## src/rtl/mac_pkg.sv

```systemverilog
package mac_pkg;

   typedef enum logic [2:0] {
      CMD_MACC = 3'd0,
      CMD_MSUB = 3'd1,
      CMD_MULS = 3'd2,
      CMD_MULU = 3'd3,
      CMD_LACC = 3'd4,
      CMD_LSTS = 3'd5,
      CMD_LMSK = 3'd6,
      CMD_NONE = 3'd7
   } mac_cmd_e;

   typedef enum logic [1:0] {
      RD_ACC  = 2'd0,
      RD_MSK  = 2'd1,
      RD_STS  = 2'd2,
      RD_HALF = 2'd3
   } mac_rd_e;

   localparam int STS_W    = 8;
   localparam int B_SAT    = 7;
   localparam int B_UNS    = 6;
   localparam int B_FRAC   = 5;
   localparam int B_RND    = 4;
   localparam int B_NEG    = 3;
   localparam int B_ZERO   = 2;
   localparam int B_OVF    = 1;

   localparam int CCR_W    = 5;

endpackage

```

## src/rtl/mac_product.sv

```systemverilog
module mac_product #(
   parameter int OPW  = 16,
   parameter int ACCW = 32,
   localparam int PW  = ACCW + 2
) (
   input  logic [OPW-1:0]        a_i,
   input  logic [OPW-1:0]        b_i,
   input  logic                  uns_i,
   input  logic                  frac_i,
   output logic signed [PW-1:0]  prod_o,
   output logic signed [PW-1:0]  raw_o
);
   localparam int XW = OPW + 1;
   localparam int RW = 2 * XW;

   if (ACCW < 2 * OPW) begin : g_bad_width
      $error("mac_product: accumulator narrower than full product");
   end

   logic signed [XW-1:0] ax, bx;
   logic signed [RW-1:0] p_full;
   logic signed [PW-1:0] p_ext;

   always_comb begin
      ax     = uns_i ? $signed({1'b0, a_i}) : $signed({a_i[OPW-1], a_i});
      bx     = uns_i ? $signed({1'b0, b_i}) : $signed({b_i[OPW-1], b_i});
      p_full = ax * bx;
      p_ext  = p_full;
      raw_o  = p_ext;
      prod_o = frac_i ? (p_ext <<< 1) : p_ext;
   end

endmodule

```

## src/rtl/mac_accum.sv

```systemverilog
module mac_accum #(
   parameter int ACCW = 32,
   localparam int PW  = ACCW + 2,
   localparam int SW  = ACCW + 3
) (
   input  logic [ACCW-1:0]       acc_i,
   input  logic signed [PW-1:0]  prod_i,
   input  logic                  sub_i,
   input  logic                  uns_i,
   input  logic                  sat_i,
   output logic [ACCW-1:0]       res_o,
   output logic                  ovf_o
);
   localparam logic [ACCW-1:0] S_MAX = {1'b0, {(ACCW-1){1'b1}}};
   localparam logic [ACCW-1:0] S_MIN = {1'b1, {(ACCW-1){1'b0}}};
   localparam logic [ACCW-1:0] U_MAX = {ACCW{1'b1}};
   localparam logic [ACCW-1:0] U_MIN = '0;

   logic signed [SW-1:0] acc_x, prod_x, sum;
   logic                 neg;
   logic [SW-ACCW:0]     top_s;
   logic [SW-ACCW-1:0]   top_u;

   always_comb begin
      acc_x  = uns_i ? $signed({3'b000, acc_i})
                     : $signed({{3{acc_i[ACCW-1]}}, acc_i});
      prod_x = prod_i;
      sum    = sub_i ? (acc_x - prod_x) : (acc_x + prod_x);
      neg    = sum[SW-1];
      top_s  = sum[SW-1:ACCW-1];
      top_u  = sum[SW-1:ACCW];
      if (uns_i) ovf_o = (top_u != '0);
      else       ovf_o = !((top_s == '0) || (top_s == '1));
      if (sat_i && ovf_o) begin
         if (uns_i) res_o = neg ? U_MIN : U_MAX;
         else       res_o = neg ? S_MIN : S_MAX;
      end else begin
         res_o = sum[ACCW-1:0];
      end
   end


   always_comb begin
      if (sat_i && ovf_o) begin
         sat_clamp_chk: assert (res_o == S_MAX || res_o == S_MIN ||
                                res_o == U_MAX || res_o == U_MIN);
      end
   end

endmodule

```

## src/rtl/mac_round.sv

```systemverilog
module mac_round #(
   parameter int OPW       = 16,
   parameter int ACCW      = 32,
   parameter bit CLAMP_RND = 1'b1
) (
   input  logic [OPW:0]     hi_i,
   input  logic             rnd_i,
   input  logic             uns_i,
   output logic [ACCW-1:0]  half_o
);
   localparam logic [OPW-1:0] HS_MAX = {1'b0, {(OPW-1){1'b1}}};
   localparam logic [OPW-1:0] HU_MAX = {OPW{1'b1}};

   if (ACCW <= OPW) begin : g_bad_width
      $error("mac_round: accumulator must exceed the readout width");
   end

   logic [OPW-1:0] upper;
   logic           half_bit;
   logic [OPW-1:0] bumped;
   logic           at_max;

   assign upper    = hi_i[OPW:1];
   assign half_bit = hi_i[0];
   assign at_max   = uns_i ? (upper == HU_MAX) : (upper == HS_MAX);

   if (CLAMP_RND) begin : g_clamp
      assign bumped = at_max ? upper : upper + OPW'(half_bit);
   end else begin : g_wrap
      assign bumped = upper + OPW'(half_bit);
   end

   assign half_o = {{(ACCW-OPW){1'b0}}, (rnd_i ? bumped : upper)};

endmodule

```

## src/rtl/mac_unit.sv

```systemverilog
module mac_unit
   import mac_pkg::*;
#(
   parameter int OPW       = 16,
   parameter int ACCW      = 32,
   parameter bit CLAMP_RND = 1'b1
) (
   input  logic             clk,
   input  logic             rst_n,
   input  logic             valid_i,
   input  logic [2:0]       cmd_i,
   input  logic [OPW-1:0]   op_a_i,
   input  logic [OPW-1:0]   op_b_i,
   input  logic [ACCW-1:0]  data_i,
   input  logic [1:0]       rd_sel_i,
   output logic [ACCW-1:0]  rd_data_o,
   output logic [ACCW-1:0]  res_o,
   output logic             res_valid_o,
   output logic [CCR_W-1:0] ccr_o
);
   localparam int PW = ACCW + 2;

   if (ACCW < STS_W) begin : g_bad_width
      $error("mac_unit: accumulator narrower than status register");
   end

   logic [ACCW-1:0]       acc_q, msk_q, res_q;
   logic [STS_W-1:0]      sts_q;
   logic                  rv_q;
   mac_cmd_e              cmd;
   logic                  do_acc, do_mul, mul_uns;
   logic signed [PW-1:0]  prod, raw;
   logic [ACCW-1:0]       acc_nx, half;
   logic                  ovf;

   assign cmd     = mac_cmd_e'(cmd_i);
   assign do_acc  = valid_i && (cmd == CMD_MACC || cmd == CMD_MSUB);
   assign do_mul  = valid_i && (cmd == CMD_MULS || cmd == CMD_MULU);
   assign mul_uns = do_mul ? (cmd == CMD_MULU) : sts_q[B_UNS];

   mac_product #(.OPW(OPW), .ACCW(ACCW)) u_prod (
      .a_i    (op_a_i),
      .b_i    (op_b_i),
      .uns_i  (mul_uns),
      .frac_i (sts_q[B_FRAC]),
      .prod_o (prod),
      .raw_o  (raw)
   );

   mac_accum #(.ACCW(ACCW)) u_acc (
      .acc_i  (acc_q),
      .prod_i (prod),
      .sub_i  (cmd == CMD_MSUB),
      .uns_i  (sts_q[B_UNS]),
      .sat_i  (sts_q[B_SAT]),
      .res_o  (acc_nx),
      .ovf_o  (ovf)
   );

   mac_round #(.OPW(OPW), .ACCW(ACCW), .CLAMP_RND(CLAMP_RND)) u_rnd (
      .hi_i   (acc_q[ACCW-1 -: OPW+1]),
      .rnd_i  (sts_q[B_RND]),
      .uns_i  (sts_q[B_UNS]),
      .half_o (half)
   );

   always_ff @(posedge clk or negedge rst_n) begin
      if (!rst_n) begin
         acc_q <= '0;
         msk_q <= '0;
         sts_q <= '0;
         res_q <= '0;
         rv_q  <= 1'b0;
      end else begin
         rv_q <= do_mul;
         if (do_mul) res_q <= raw[ACCW-1:0];
         if (do_acc) begin
            acc_q         <= acc_nx;
            sts_q[B_NEG]  <= acc_nx[ACCW-1];
            sts_q[B_ZERO] <= (acc_nx == '0);
            sts_q[B_OVF]  <= sts_q[B_OVF] | ovf;
         end else if (valid_i) begin
            case (cmd)
               CMD_LACC: acc_q <= data_i;
               CMD_LSTS: sts_q <= {data_i[STS_W-1:1], 1'b0};
               CMD_LMSK: msk_q <= data_i;
               default:  ;
            endcase
         end
      end
   end

   always_comb begin
      case (mac_rd_e'(rd_sel_i))
         RD_ACC:  rd_data_o = acc_q;
         RD_MSK:  rd_data_o = msk_q;
         RD_STS:  rd_data_o = {{(ACCW-STS_W){1'b0}}, sts_q};
         default: rd_data_o = half;
      endcase
   end

   assign res_o       = res_q;
   assign res_valid_o = rv_q;
   assign ccr_o       = {1'b0, sts_q[B_NEG], sts_q[B_ZERO], sts_q[B_OVF], 1'b0};


   v_sticky_chk: assert property (@(posedge clk) disable iff (!rst_n)
      (sts_q[B_OVF] && !(valid_i && cmd == CMD_LSTS)) |=> sts_q[B_OVF]);


   z_flag_chk: assert property (@(posedge clk) disable iff (!rst_n)
      do_acc |=> (ccr_o[2] == (rd_sel_i != 2'd0 || rd_data_o == '0 ? (acc_q == '0) : 1'b0)));


   mul_strobe_chk: assert property (@(posedge clk) disable iff (!rst_n)
      do_mul |=> (res_valid_o && acc_q == $past(acc_q)));


   acc_load_chk: assert property (@(posedge clk) disable iff (!rst_n)
      (valid_i && cmd == CMD_LACC) |=> (acc_q == $past(data_i)));


   mask_hold_chk: assert property (@(posedge clk) disable iff (!rst_n)
      !(valid_i && cmd == CMD_LMSK) |=> $stable(msk_q));

endmodule

```

## config.mk

```make
export PLATFORM = sky130hd
export DESIGN_NAME = mac_unit
export DESIGN_NICKNAME = d
export VERILOG_FILES = /design/src/rtl/mac_pkg.sv /design/src/rtl/mac_product.sv /design/src/rtl/mac_accum.sv /design/src/rtl/mac_round.sv /design/src/rtl/mac_unit.sv
export SDC_FILE = /design/constraint.sdc
export NUM_CORES = 1
export LEC_CHECK = 0
export ABC_AREA = 1
export BUFFER_PORTS_ARGS = -buffer_cell sky130_fd_sc_hd__clkbuf_2
export CORE_MARGIN = 5
export CORE_UTILIZATION = 26
export DETAILED_ROUTE_END_ITERATION = 10
export PLACE_DENSITY = 0.43
export SLEW_MARGIN = 10
export SYNTH_ARGS = -nofsm -noshare
export SYNTH_HDL_FRONTEND = slang
export SYNTH_SLANG_ARGS = --single-unit
```

## constraint.sdc

```tcl
create_clock -name clk -period 12.9 [get_ports clk]
set_clock_uncertainty 0.15 [all_clocks]
set_input_delay 1.29 -clock clk [delete_from_list [all_inputs] [get_ports clk]]
set_output_delay 1.29 -clock clk [all_outputs]
set_load 0.01 [all_outputs]
```

== Yosys cells after proc, flatten, opt, wreduce, memory -nomap -nowiden ==
Index checks and enable logic that the tools add are counted.
Word-level totals
  flip-flop bits (word level): 104
  bits of input ports: 72
  output and inout port bits: 70
  logic and storage cells: 63
Operators by class
  $add $sub $neg: 3
  multipliers: 1
  equality and inequality tests: 11
  muxes and demuxes: 21
  bitwise gates (word level): 2
  reduce and logical (&&, ||, !) cells: 19
Operator list (number)
  $mux W32: 7
  $pmux W32 S3: 1
  $mux W35: 2
  $add A35 B34 Y35: 1
  $sub A35 B34 Y35: 1
  $mul A17 B17 Y34: 1
  $mux W17: 2
  $mux W34: 1
  $logic_not A32 Y1: 1
  $mux W16: 2
  $add A16 B1 Y16: 1
  $eq A16 B15 Y1 const B: 1
  $eq A16 B16 Y1 const B: 1
  $eq A3 B3 Y1 const B: 3
  $mux W4: 2
  $eq A3 B2 Y1 const B: 2
  $reduce_and A3 Y1: 2
  $reduce_bool A2 Y1: 3
  $eq A4 B4 Y1 const B: 1
  $logic_not A4 Y1: 1
  $reduce_and A2 Y1: 2
  $eq A3 B1 Y1 const B: 1
  $logic_and A1 B1 Y1: 3
  $logic_not A3 Y1: 1
  other kinds (10): 14

== Longest topological paths before layout ==
Gate-level depths: netlist (run 1).
  word-level depth: 17
  gate-level depth with buffers: 60
  depth with buffers taken out: 59

== By module ==
From an unflattened synthesis (run 1), not the netlist that was laid out.
Second synthesis, totals
  cells, all modules: 3197
  area total of the unflattened synthesis: 21853.5 µm²
Modules (own cells, without submodules)
  mac_product: times used 1, cells each 1702, area each 12400.6 µm², sequential area each 0.0 µm²
  mac_unit: times used 1, cells each 675, area each 5033.6 µm², sequential area each 2602.5 µm²
  mac_accum: times used 1, cells each 636, area each 3540.9 µm², sequential area each 0.0 µm²
  mac_round: times used 1, cells each 184, area each 878.3 µm², sequential area each 0.0 µm²

== Worst setup path before layout (run 1) ==
Ideal clock, no wire load.
  kind: input to register
  start point: in valid_i
  end point: reg sts_q[2]
  setup time: 77 ps
  data arrival time: 9896 ps
  data required time: 12673 ps
  path slack: 2777 ps
  stages on the path: 53
  path buffers: 1
  cell sequence: nand2_1 nor2_1 nand2_1 o21ai_0 clkbuf_1 inv_1 nand2_1 inv_1 nand2_1 fa_1 fa_1 inv_1 fa_1 fa_1 fa_1 fa_1 ha_1 nand2_1 (+17 left out) nor3_1 nand3_1 nand2_1 nand3_1 nand2_1 xor2_1 nand3_1 nand2_1 inv_1 ha_1 or2_2 nand4_2 nand2_4 nor2_1 nand2_1 nor2_1 nand3_1 a21oi_1
Between the ends
  longest elaborated chain between the ends: 15
RTL lines
  from (decl): RTL line mac_unit.sv:10  | input logic valid_i,
  $logic_and A1 B1 Y1: RTL line mac_unit.sv:38  | assign do_mul = valid_i && (cmd == CMD_MULS || cmd == CMD_MULU);
  $mux W1: RTL line mac_unit.sv:39  | assign mul_uns = do_mul ? (cmd == CMD_MULU) : sts_q[B_UNS];
  $mux W17, on equally long branches: RTL line mac_product.sv:25, mac_product.sv:26
  $mul A17 B17 Y34: RTL line mac_product.sv:27  | p_full = ax * bx;
  $mux W34: RTL line mac_product.sv:30  | prod_o = frac_i ? (p_ext <<< 1) : p_ext;
  $add A35 B34 Y35 or $sub A35 B34 Y35 (tied branches): RTL line mac_accum.sv:28  | sum = sub_i ? (acc_x - prod_x) : (acc_x + prod_x);
  $mux W35: RTL line mac_accum.sv:28
  $eq A4 B4 Y1 or $logic_not A4 Y1 (tied branches): RTL line mac_accum.sv:33  | else ovf_o = !((top_s == '0) || (top_s == '1));
  $logic_or A1 B1 Y1: RTL line mac_accum.sv:33
  $logic_not A1 Y1: RTL line mac_accum.sv:33
  $mux W1: RTL line mac_accum.sv:32  | if (uns_i) ovf_o = (top_u != '0);
  $logic_and A1 B1 Y1: RTL line mac_accum.sv:34  | if (sat_i && ovf_o) begin
  $mux W32: RTL line mac_accum.sv:34
  $logic_not A32 Y1: RTL line mac_unit.sv:80  | sts_q[B_ZERO] <= (acc_nx == '0);
  $mux W3: RTL line mac_unit.sv:77  | if (do_acc) begin
  to (signal, indexed assignment): RTL line mac_unit.sv:79  | sts_q[B_NEG] <= acc_nx[ACCW-1];
  to (signal, indexed assignment): RTL line mac_unit.sv:80
  to (signal, indexed assignment): RTL line mac_unit.sv:81  | sts_q[B_OVF] <= sts_q[B_OVF] | ovf;
  to (decl): RTL line mac_unit.sv:28  | logic [STS_W-1:0] sts_q;
Parallel ways exist; a longest one is shown, timed or not.
A chain may end at the register's enable or synchronous reset.

== Final worst setup path (run 1) ==
Same ends and word-level chain as after synthesis.

==> results.py, run 1 <==
metrics = {
    "cts": {
        "clk_pin_slew_ps": 80,
        "cts.path.max_buffers": 2,
        "cts_sinks": 104,
        "cts_max_level": 3,
        "cts_setup_buffers": 0,
        "clock-root-buffer": "clkbuf_16",
        "clock_latency_ps": 380,
        "cts_tree": "built",
        "hold_buffers": 0,
        "cts_buffers": 9,
        "cts_resized": 0,
    },
    "floorplan": {
        "row_count": 102,
        "ios": 142,
        "start_util": 0.263,
        "core_um2": 77600,
        "die_x_um": 290,
        "dieHeight_um": 290,
        "die_area_um2": 84100,
    },
    "logic_synthesis": {
        "synth_ff_type": "dfrtp_1",
        "synth_commonest_cells": "nand2_1, inv_1, fa_1",
        "ys_top_cells_by_area": "fa_1, nand2_1, dfrtp_1",
        "ys_warn_count": 0,
        "post-synth-top-count-cell": "nand2_1",
        "synth_cells": 2824,
        "avgSynthCellArea_um2": 7.21,
        "yosysTopAreaCell": "fa_1",
        "ys_types": 56,
        "syn_area_um2": 20400,
        "yosys.area.top_type_share": 0.292,
        "yosysSeqAreaShare": 0.128,
        "synth_edf_count": 0,
        "async_reset_ff_frac": 1.00,
        "ys_ff_latch": 104,
    },
    "flow_run": {
        "max_cap_violations": 0,
    },
    "global_routing": {
        "grt_pass1_vias": 18682,
        "grt_pass1_wl_um": 107000,
        "grt_max_degree": 63,
        "grt.overflow.total": 0,
        "grt_antenna_before_repair": 0,
        "grtUsageTotal": 0.160,
    },
    "hold_path": {
        "hold_depth": 2,
        "worstHoldPathType": "reg2reg",
    },
    "setup_path": {
        "startpoint_type": "input pin",
        "cp_slowest_cell": "nand3_2",
        "critPathMaxFanout": 41,
        "arrival_ps": 11770,
        "worst_setup_path_end_kind": "flop",
        "crit_path_frequent_cell": "nand2_1",
        "worstPathRequired_ps": 13060,
        "slowest_delay_ps": 670,
        "worstRegToRegCells": 53,
        "path_class": "in2reg",
    },
    "finish": {
        "num-nets-final": 3373,
        "multi_input_area_um2": 14800,
        "antennaDiodeCount": 0,
        "fillCellCount": 8791,
        "layout-drive-gt1-share": 0.0891,
        "area_growth_pct": 9.69,
        "fin_util": 0.288,
        "seqCellArea_um2": 2600,
    },
    "detailed_routing": {
        "drtAntennaViolNets": 0,
        "drt_iter0_drc": 942,
        "dr.pass1.iters": 4,
        "wire_per_inst_um": 17.0,
        "wl_um": 66500,
        "via_count": 17380,
        "avgViaCountPerCell": 4.43,
        "post-route-drc-count": 0,
    },
    "timing": {
        "rsz0062_at_grt": "no",
        "clock.fmax_ghz": 0.0861,
        "final-setup-viol-count": 0,
        "relSlewSlack": 0.388,
        "finalHoldViolations": 0,
        "period_share": 0.900,
        "fin_crit_ps": 11610,
        "fin_hold_ws_ps": 335,
        "drv_slew": 0,
        "worstMarginPinSlew_ps": 916,
        "tns_ps": 0,
    },
    "place": {
        "place_hpwl_um": 56400,
        "numPortBuffers": 139,
        "gp_congestion": 0.902,
    },
    "outcome": {
        "outcome": "complete, no violations",
    },
}
-- through the flow --
| step | instances | cell area [um2] | setup WS, ps |
|---|---|---|---|
| global route | 3923 | 22300 | 311 |
| finish | 3923 | 22300 | 1290 |
| detailed placement | 3908 | 22000 | 1010 |
| CTS | 3923 | 22300 | 1360 |
| global placement | 3908 | 22000 | 946 |
| floorplan | 2825 | 20400 | 2780 |
-- path summary, 6_finish.rpt --
| check | startpoint | to | slack, ps |
|---|---|---|---|
| max | valid_i | sts_q[2] | 1290 |
| min | res_o[2] | res_o[2] | 340 |
| max reg2reg | sts_q[6] | sts_q[2] | 2080 |
| min reg2reg | res_o[2] | res_o[2] | 340 |
| max in group asynchronous | rst_n | acc_q[19] | 10510 |
| min in group asynchronous | rst_n | res_o[4] | 770 |
-- routing by layer --
metal / vias to the layer above / global-route usage / wire length (um)
met3: 43 / 0.0225 / 2590
li1: 8606 / - / -
met4: 0 / 0.0227 / 759
met1: 8463 / 0.221 / 31700
met2: 268 / 0.272 / 31500
met5: - / 0 / 0
-- flip-flops by register name (all words and copies together) (netlist names) --
name         cells
acc_q           32
msk_q           32
res_o           32
sts_q            7
res_valid_o      1
-- cell type report --
class	count	share of cell area
Sequential cell	104	0.116
Inverter	674	0.113
Tap cell	1040	0.0582
Timing Repair Buffer	151	0.0353
Clock inverter	4	0.00263
Clock buffer	11	0.0109
Multi-Input combinational cell	1939	0.663
-- worst max-delay path: cells and delay by family --
family | cells | cell delay (ps)
xor+xnor | 2 | 340
buf+inv | 11 | 1410
fa+ha+maj | 8 | 3570
simple gates | 32 | 4690
compound gates | 3 | 410
-- cells by family (layout without fill, tap and decap cells) --
logic type	after synthesis	after routing	share of synthesized area
multiplexers	27	27	0.0149
XOR/XNOR	80	80	0.0344
buffers and inverters	782	840	0.145
AND/OR/NAND/NOR	1109	1109	0.225
adder cells (fa/ha/maj)	422	422	0.369
other	1	2	0.000184
flip-flops	104	104	0.128
AO/OA/AOI/OAI	299	299	0.0842
-- layout by cell type (no fill, tap or decap), drive strengths merged, types with 3 or more instances in the layout --
cell type    n
buf         13
nor3        20
nand2      753
o211ai       4
o41ai        7
a31oi       11
xor2        54
or2         11
o21bai       4
nand4       24
a21o         6
xnor2       26
dfrtp      104
fa         297
nand3      120
nor4         3
nand3b       4
o2111ai      3
inv        676
ha         125
o22ai       24
a21oi       97
mux2        27
o221ai       6
o21ai      119
and2         3
clkbuf     149
o21a         5
nor2       170
Power of run 1 is left out: the tool's default activity adds up to more than one toggle a clock period on the data nets, which glitch-free logic cannot reach.
==> run 2: changes to the inputs <==
Settings changed: ABC_AREA 1 to 0.
==> run 2 against run 1 <==
Net effect:
- sequential share of layout area about the same
- die area is 0.13% lower
- global-route usage is 0.19 points lower
- non-clock buffer count is 20 higher
- first-iteration DRC count increased by 11%
==> results.py, run 2 <==
metrics = {
    "outcome": {
        "outcome": "complete, no violations",
    },
    "floorplan": {
        "row_count": 102,
        "core_um2": 77600,
        "dieHeight_um": 290,
        "start_util": 0.262,
        "die_area_um2": 84000,
        "die_x_um": 290,
        "ios": 142,
    },
    "setup_path": {
        "arrival_ps": 12140,
        "cp_slowest_cell": "or4b_1",
        "startpoint_type": "input pin",
        "path_class": "in2reg",
        "slowest_delay_ps": 550,
        "worstRegToRegCells": 38,
        "crit_buf_inv": 6,
        "rrSetupSlack_ps": 1980,
        "worstPathRequired_ps": 13020,
        "critPathLaunch": "op_b_i[2]",
        "critPathMaxFanout": 26,
        "cp_top_family": "adder cells",
        "r2r-start": "sts_q[6]",
        "crit_path_frequent_cell": "fa_1",
        "path_depth": 38,
        "worst_setup_path_end_kind": "flop",
        "r2r_end": "acc_q[26]",
        "cp-endpoint": "acc_q[26]",
    },
    "global_routing": {
        "grt_antenna_before_repair": 1,
        "grt.overflow.total": 0,
        "grt_pass1_wl_um": 105000,
        "grt_max_degree": 81,
        "grtUsageTotal": 0.158,
        "grt_pass1_vias": 17881,
    },
    "place": {
        "place_inst": 3469,
        "numPortBuffers": 139,
        "gp_congestion": 0.855,
        "post-place-ws_ps": 521,
        "place_hpwl_um": 54600,
    },
    "finish": {
        "final-instance-count-excl-fill": 3486,
        "layout-drive-gt1-share": 0.111,
        "fillCellCount": 8490,
        "multi_input_area_um2": 16000,
        "final_common_cell": "inv_1",
        "final_cell_mix": "inv_1, fa_1, nand2_1",
        "num-nets-final": 2934,
        "seqCellArea_um2": 2600,
        "area_growth_pct": 10.0,
    },
    "detailed_routing": {
        "wl_um": 65300,
        "post-route-drc-count": 0,
        "dr.pass1.iters": 5,
        "drt_iter0_drc": 1041,
        "wire_per_inst_um": 18.7,
        "via_count": 16821,
        "drtAntennaViolNets": 0,
        "avgViaCountPerCell": 4.83,
    },
    "cts": {
        "cts_sinks": 104,
        "cts_tree": "built",
        "clk_pin_slew_ps": 90,
        "cts_resized": 0,
        "clock-root-buffer": "clkbuf_16",
        "clock_latency_ps": 390,
        "cts_buffers": 9,
        "hold_buffers": 0,
        "cts.path.max_buffers": 2,
        "cts_setup_buffers": 0,
        "cts_max_level": 3,
    },
    "timing": {
        "fin_crit_ps": 12020,
        "relSlewSlack": 0.277,
        "timing.final.ws_setup_ps": 879,
        "period_share": 0.932,
        "clock.fmax_ghz": 0.0832,
        "rsz0062_at_grt": "no",
        "tns_ps": 0,
        "finalHoldViolations": 0,
        "drv_slew": 0,
        "worstMarginPinSlew_ps": 1080,
        "final-setup-viol-count": 0,
    },
    "logic_synthesis": {
        "synth-compound-area-share": 0.135,
        "async_reset_ff_frac": 1.00,
        "synth_cells": 2381,
        "synth.area.mux_share": 0.0490,
        "synth_edf_count": 0,
        "synth-xor-area-share": 0.0430,
        "avgSynthCellArea_um2": 8.55,
        "post-synth-top-count-cell": "inv_1",
        "ys_top_cells_by_area": "fa_1, dfrtp_1, ha_1",
        "ys_types": 83,
        "synth_top_family_by_area": "adder cells",
        "synth_commonest_cells": "inv_1, fa_1, nand2_1",
        "synth_ff_type": "dfrtp_1",
        "syn_area_um2": 20300,
        "yosysTopAreaCell": "fa_1",
        "ys_ff_latch": 104,
        "synth-simple-area-share": 0.191,
        "ys_warn_count": 0,
        "synth_adder_area_share": 0.369,
        "yosys.area.top_type_share": 0.292,
        "yosysSeqAreaShare": 0.128,
    },
    "flow_run": {
        "max_cap_violations": 0,
    },
    "hold_path": {
        "worstHoldPathType": "reg2reg",
    },
}
## run 2: metal layers
| metal | GRT usage | vias to the layer above | routed length (um) |
|---|---|---|---|
| met4 | 0.0342 | 0 | 1260 |
| met1 | 0.229 | 8397 | 31700 |
| met2 | 0.252 | 423 | 29500 |
| met5 | 0 | - | 0 |
| li1 | - | 7938 | - |
| met3 | 0.0197 | 63 | 2910 |
## run 2: worst reg2reg max path: cells and delay by family (launching register included)
| family | cells | cell delay (ps) |
|---|---|---|
| mux | 1 | 140 |
| flops | 1 | 560 |
| compound gates | 14 | 3020 |
| simple gates | 10 | 2360 |
| fa+ha+maj | 8 | 3910 |
| buf+inv | 5 | 650 |
## run 2: worst min-delay path by stage
| stage | from | endpoint | slack [ps] | cells after the start |
|---|---|---|---|---|
| 3_3_place_gp | res_o[30] | res_o[30] | 320 | 2 |
| 4_1_cts | res_o[9] | res_o[9] | 340 | 2 |
| 3_5_place_dp | res_o[4] | res_o[4] | 320 | 2 |
| 5_1_grt | res_o[6] | res_o[6] | 350 | 2 |
| 2_1_floorplan | acc_q[4] | acc_q[4] | 320 | 2 |
| 6_report | res_o[28] | res_o[28] | 340 | 2 |
## run 2: cell type report
cell class	instances	area share
Tap cell	1040	0.0581
Antenna cell	1	0.000112
Inverter	322	0.0540
Timing Repair Buffer	171	0.0419
Clock inverter	7	0.00335
Clock buffer	9	0.0101
Sequential cell	104	0.116
Multi-Input combinational cell	1832	0.716
## run 2: logic make-up after synthesis
logic type               after synthesis
adder cells (fa/ha/maj)              422
buffers and inverters                446
AO/OA/AOI/OAI                        434
AND/OR/NAND/NOR                      789
flip-flops                           104
multiplexers                          85
other                                  1
XOR/XNOR                             100
## run 2: through the flow
step                hold slack, ps  cell area [um2]   util
floorplan                      323            20400      -
global placement               322            22100  0.285
detailed placement             322            22100  0.285
CTS                            340            22400  0.288
global route                   353            22400  0.288
finish                         338            22400  0.288
Power of run 2 is left out for the same reason.
==> run 3: changes to the inputs <==
Settings changed: CORE_UTILIZATION 26 to 45, PLACE_DENSITY 0.43 to unset.
==> run 3 against run 2 <==
Net effect:
- clock-buffer cell count unchanged
- die area decreased by 41%
- cell area decreased by 2.6%
- maximum frequency fell by 1.0%
- worst setup slack got worse by 130 ps
- cell count decreased by 13%
- register-to-register slack lost 270 ps
- largest cell class unchanged
- highest routed layer unchanged
==> results.py, run 3 (same netlist as run 2, synthesis figures left out) <==
metrics = {
    "cts": {
        "cts_buffers": 9,
        "clock_latency_ps": 370,
        "clock-root-buffer": "clkbuf_16",
        "cts_resized": 0,
        "cts_sinks": 104,
        "cts_setup_buffers": 0,
        "cts_max_level": 3,
        "clk_pin_slew_ps": 90,
        "cts_tree": "built",
        "cts.path.max_buffers": 2,
        "hold_buffers": 0,
    },
    "setup_path": {
        "arrival_ps": 12260,
        "path_class": "in2reg",
        "r2r_end": "sts_q[3]",
        "r2r-start": "sts_q[6]",
        "cp_slowest_cell": "or4b_1",
        "slowest_delay_ps": 560,
        "startpoint_type": "input pin",
        "rrSetupSlack_ps": 1710,
        "critPathMaxFanout": 20,
        "worstPathRequired_ps": 13010,
        "crit_path_frequent_cell": "fa_1",
        "worstRegToRegCells": 38,
        "worst_setup_path_end_kind": "flop",
    },
    "timing": {
        "tns_ps": 0,
        "final-setup-viol-count": 0,
        "drv_slew": 0,
        "relSlewSlack": 0.228,
        "fin_crit_ps": 12150,
        "finalHoldViolations": 0,
        "rsz0062_at_grt": "no",
        "worstMarginPinSlew_ps": 1160,
        "clock.fmax_ghz": 0.0823,
        "period_share": 0.942,
    },
    "detailed_routing": {
        "wl_um": 58100,
        "avgViaCountPerCell": 5.59,
        "post-route-drc-count": 0,
        "drtAntennaViolNets": 0,
        "via_count": 16989,
        "drt_iter0_drc": 968,
        "dr.pass1.iters": 5,
        "wire_per_inst_um": 19.1,
    },
    "finish": {
        "multi_input_area_um2": 16000,
        "area_growth_pct": 7.14,
        "antennaDiodeCount": 0,
        "final_cell_mix": "inv_1, fa_1, nand2_1",
        "fillCellCount": 4435,
        "layout-drive-gt1-share": 0.108,
        "final_common_cell": "inv_1",
        "seqCellArea_um2": 2600,
        "num-nets-final": 2928,
    },
    "global_routing": {
        "grt_pass1_vias": 17509,
        "grt.overflow.total": 0,
        "grt_antenna_before_repair": 0,
        "grt_pass1_wl_um": 96000,
        "grt_max_degree": 81,
        "grtUsageTotal": 0.236,
    },
    "hold_path": {
        "hold_depth": 2,
        "worstHoldPathType": "reg2reg",
        "worstHoldStart": "res_o[2]",
        "whs_endpoint": "res_o[2]",
    },
    "place": {
        "gp_congestion": 0.883,
        "numPortBuffers": 139,
        "place_hpwl_um": 47900,
    },
    "floorplan": {
        "dieHeight_um": 223,
        "die_area_um2": 49600,
        "start_util": 0.451,
        "core_um2": 45100,
        "die_x_um": 223,
        "row_count": 78,
        "ios": 142,
    },
    "outcome": {
        "outcome": "complete, no violations",
    },
    "flow_run": {
        "max_cap_violations": 0,
    },
}
## run 3: through the flow
stage | area (um2) | cells | utilization | setup slack [ps] | hold WS (ps)
global route | 21800 | 3039 | 0.483 | 162 | 368
CTS | 21800 | 3039 | 0.483 | 755 | 344
finish | 21800 | 3039 | 0.483 | 752 | 336
floorplan | 20400 | 2382 | - | 1310 | 323
global placement | 21500 | 3023 | 0.476 | 522 | 310
detailed placement | 21500 | 3023 | 0.476 | 424 | 320
## run 3: layer usage
| layer | up-vias | share of wire | track usage |
|---|---|---|---|
| met5 | - | 0 | 0 |
| met4 | 0 | 0.028 | 0.0619 |
| met3 | 86 | 0.042 | 0.0178 |
| met2 | 476 | 0.48 | 0.397 |
| met1 | 8513 | 0.45 | 0.331 |
| li1 | 7914 | - | - |
## run 3: final cells by class
cell class	instances	area share
Clock buffer	9	0.0103
Clock inverter	7	0.00419
Inverter	322	0.0554
Multi-Input combinational cell	1832	0.735
Sequential cell	104	0.119
Tap cell	600	0.0344
Timing Repair Buffer	165	0.0410
## run 3: worst max path at each step
stage / from / to / slack (ps) / cells after the start
after floorplan: cmd_i[2] / sts_q[2] / 1310 / 40
after global placement: op_b_i[2] / acc_q[30] / 520 / 38
after detailed placement: op_b_i[2] / acc_q[26] / 420 / 38
after CTS: op_b_i[2] / acc_q[26] / 760 / 38
after global routing: op_b_i[2] / sts_q[3] / 160 / 38
final: op_b_i[2] / sts_q[3] / 750 / 37
## run 3: worst max-delay path, delay by kind of cell
family | cells | cell delay, ps
xor+xnor | 1 | 400
mux | 1 | 230
simple gates | 12 | 3380
fa+ha+maj | 8 | 3550
compound gates | 10 | 2890
buf+inv | 5 | 510
Power of run 3 is left out for the same reason.
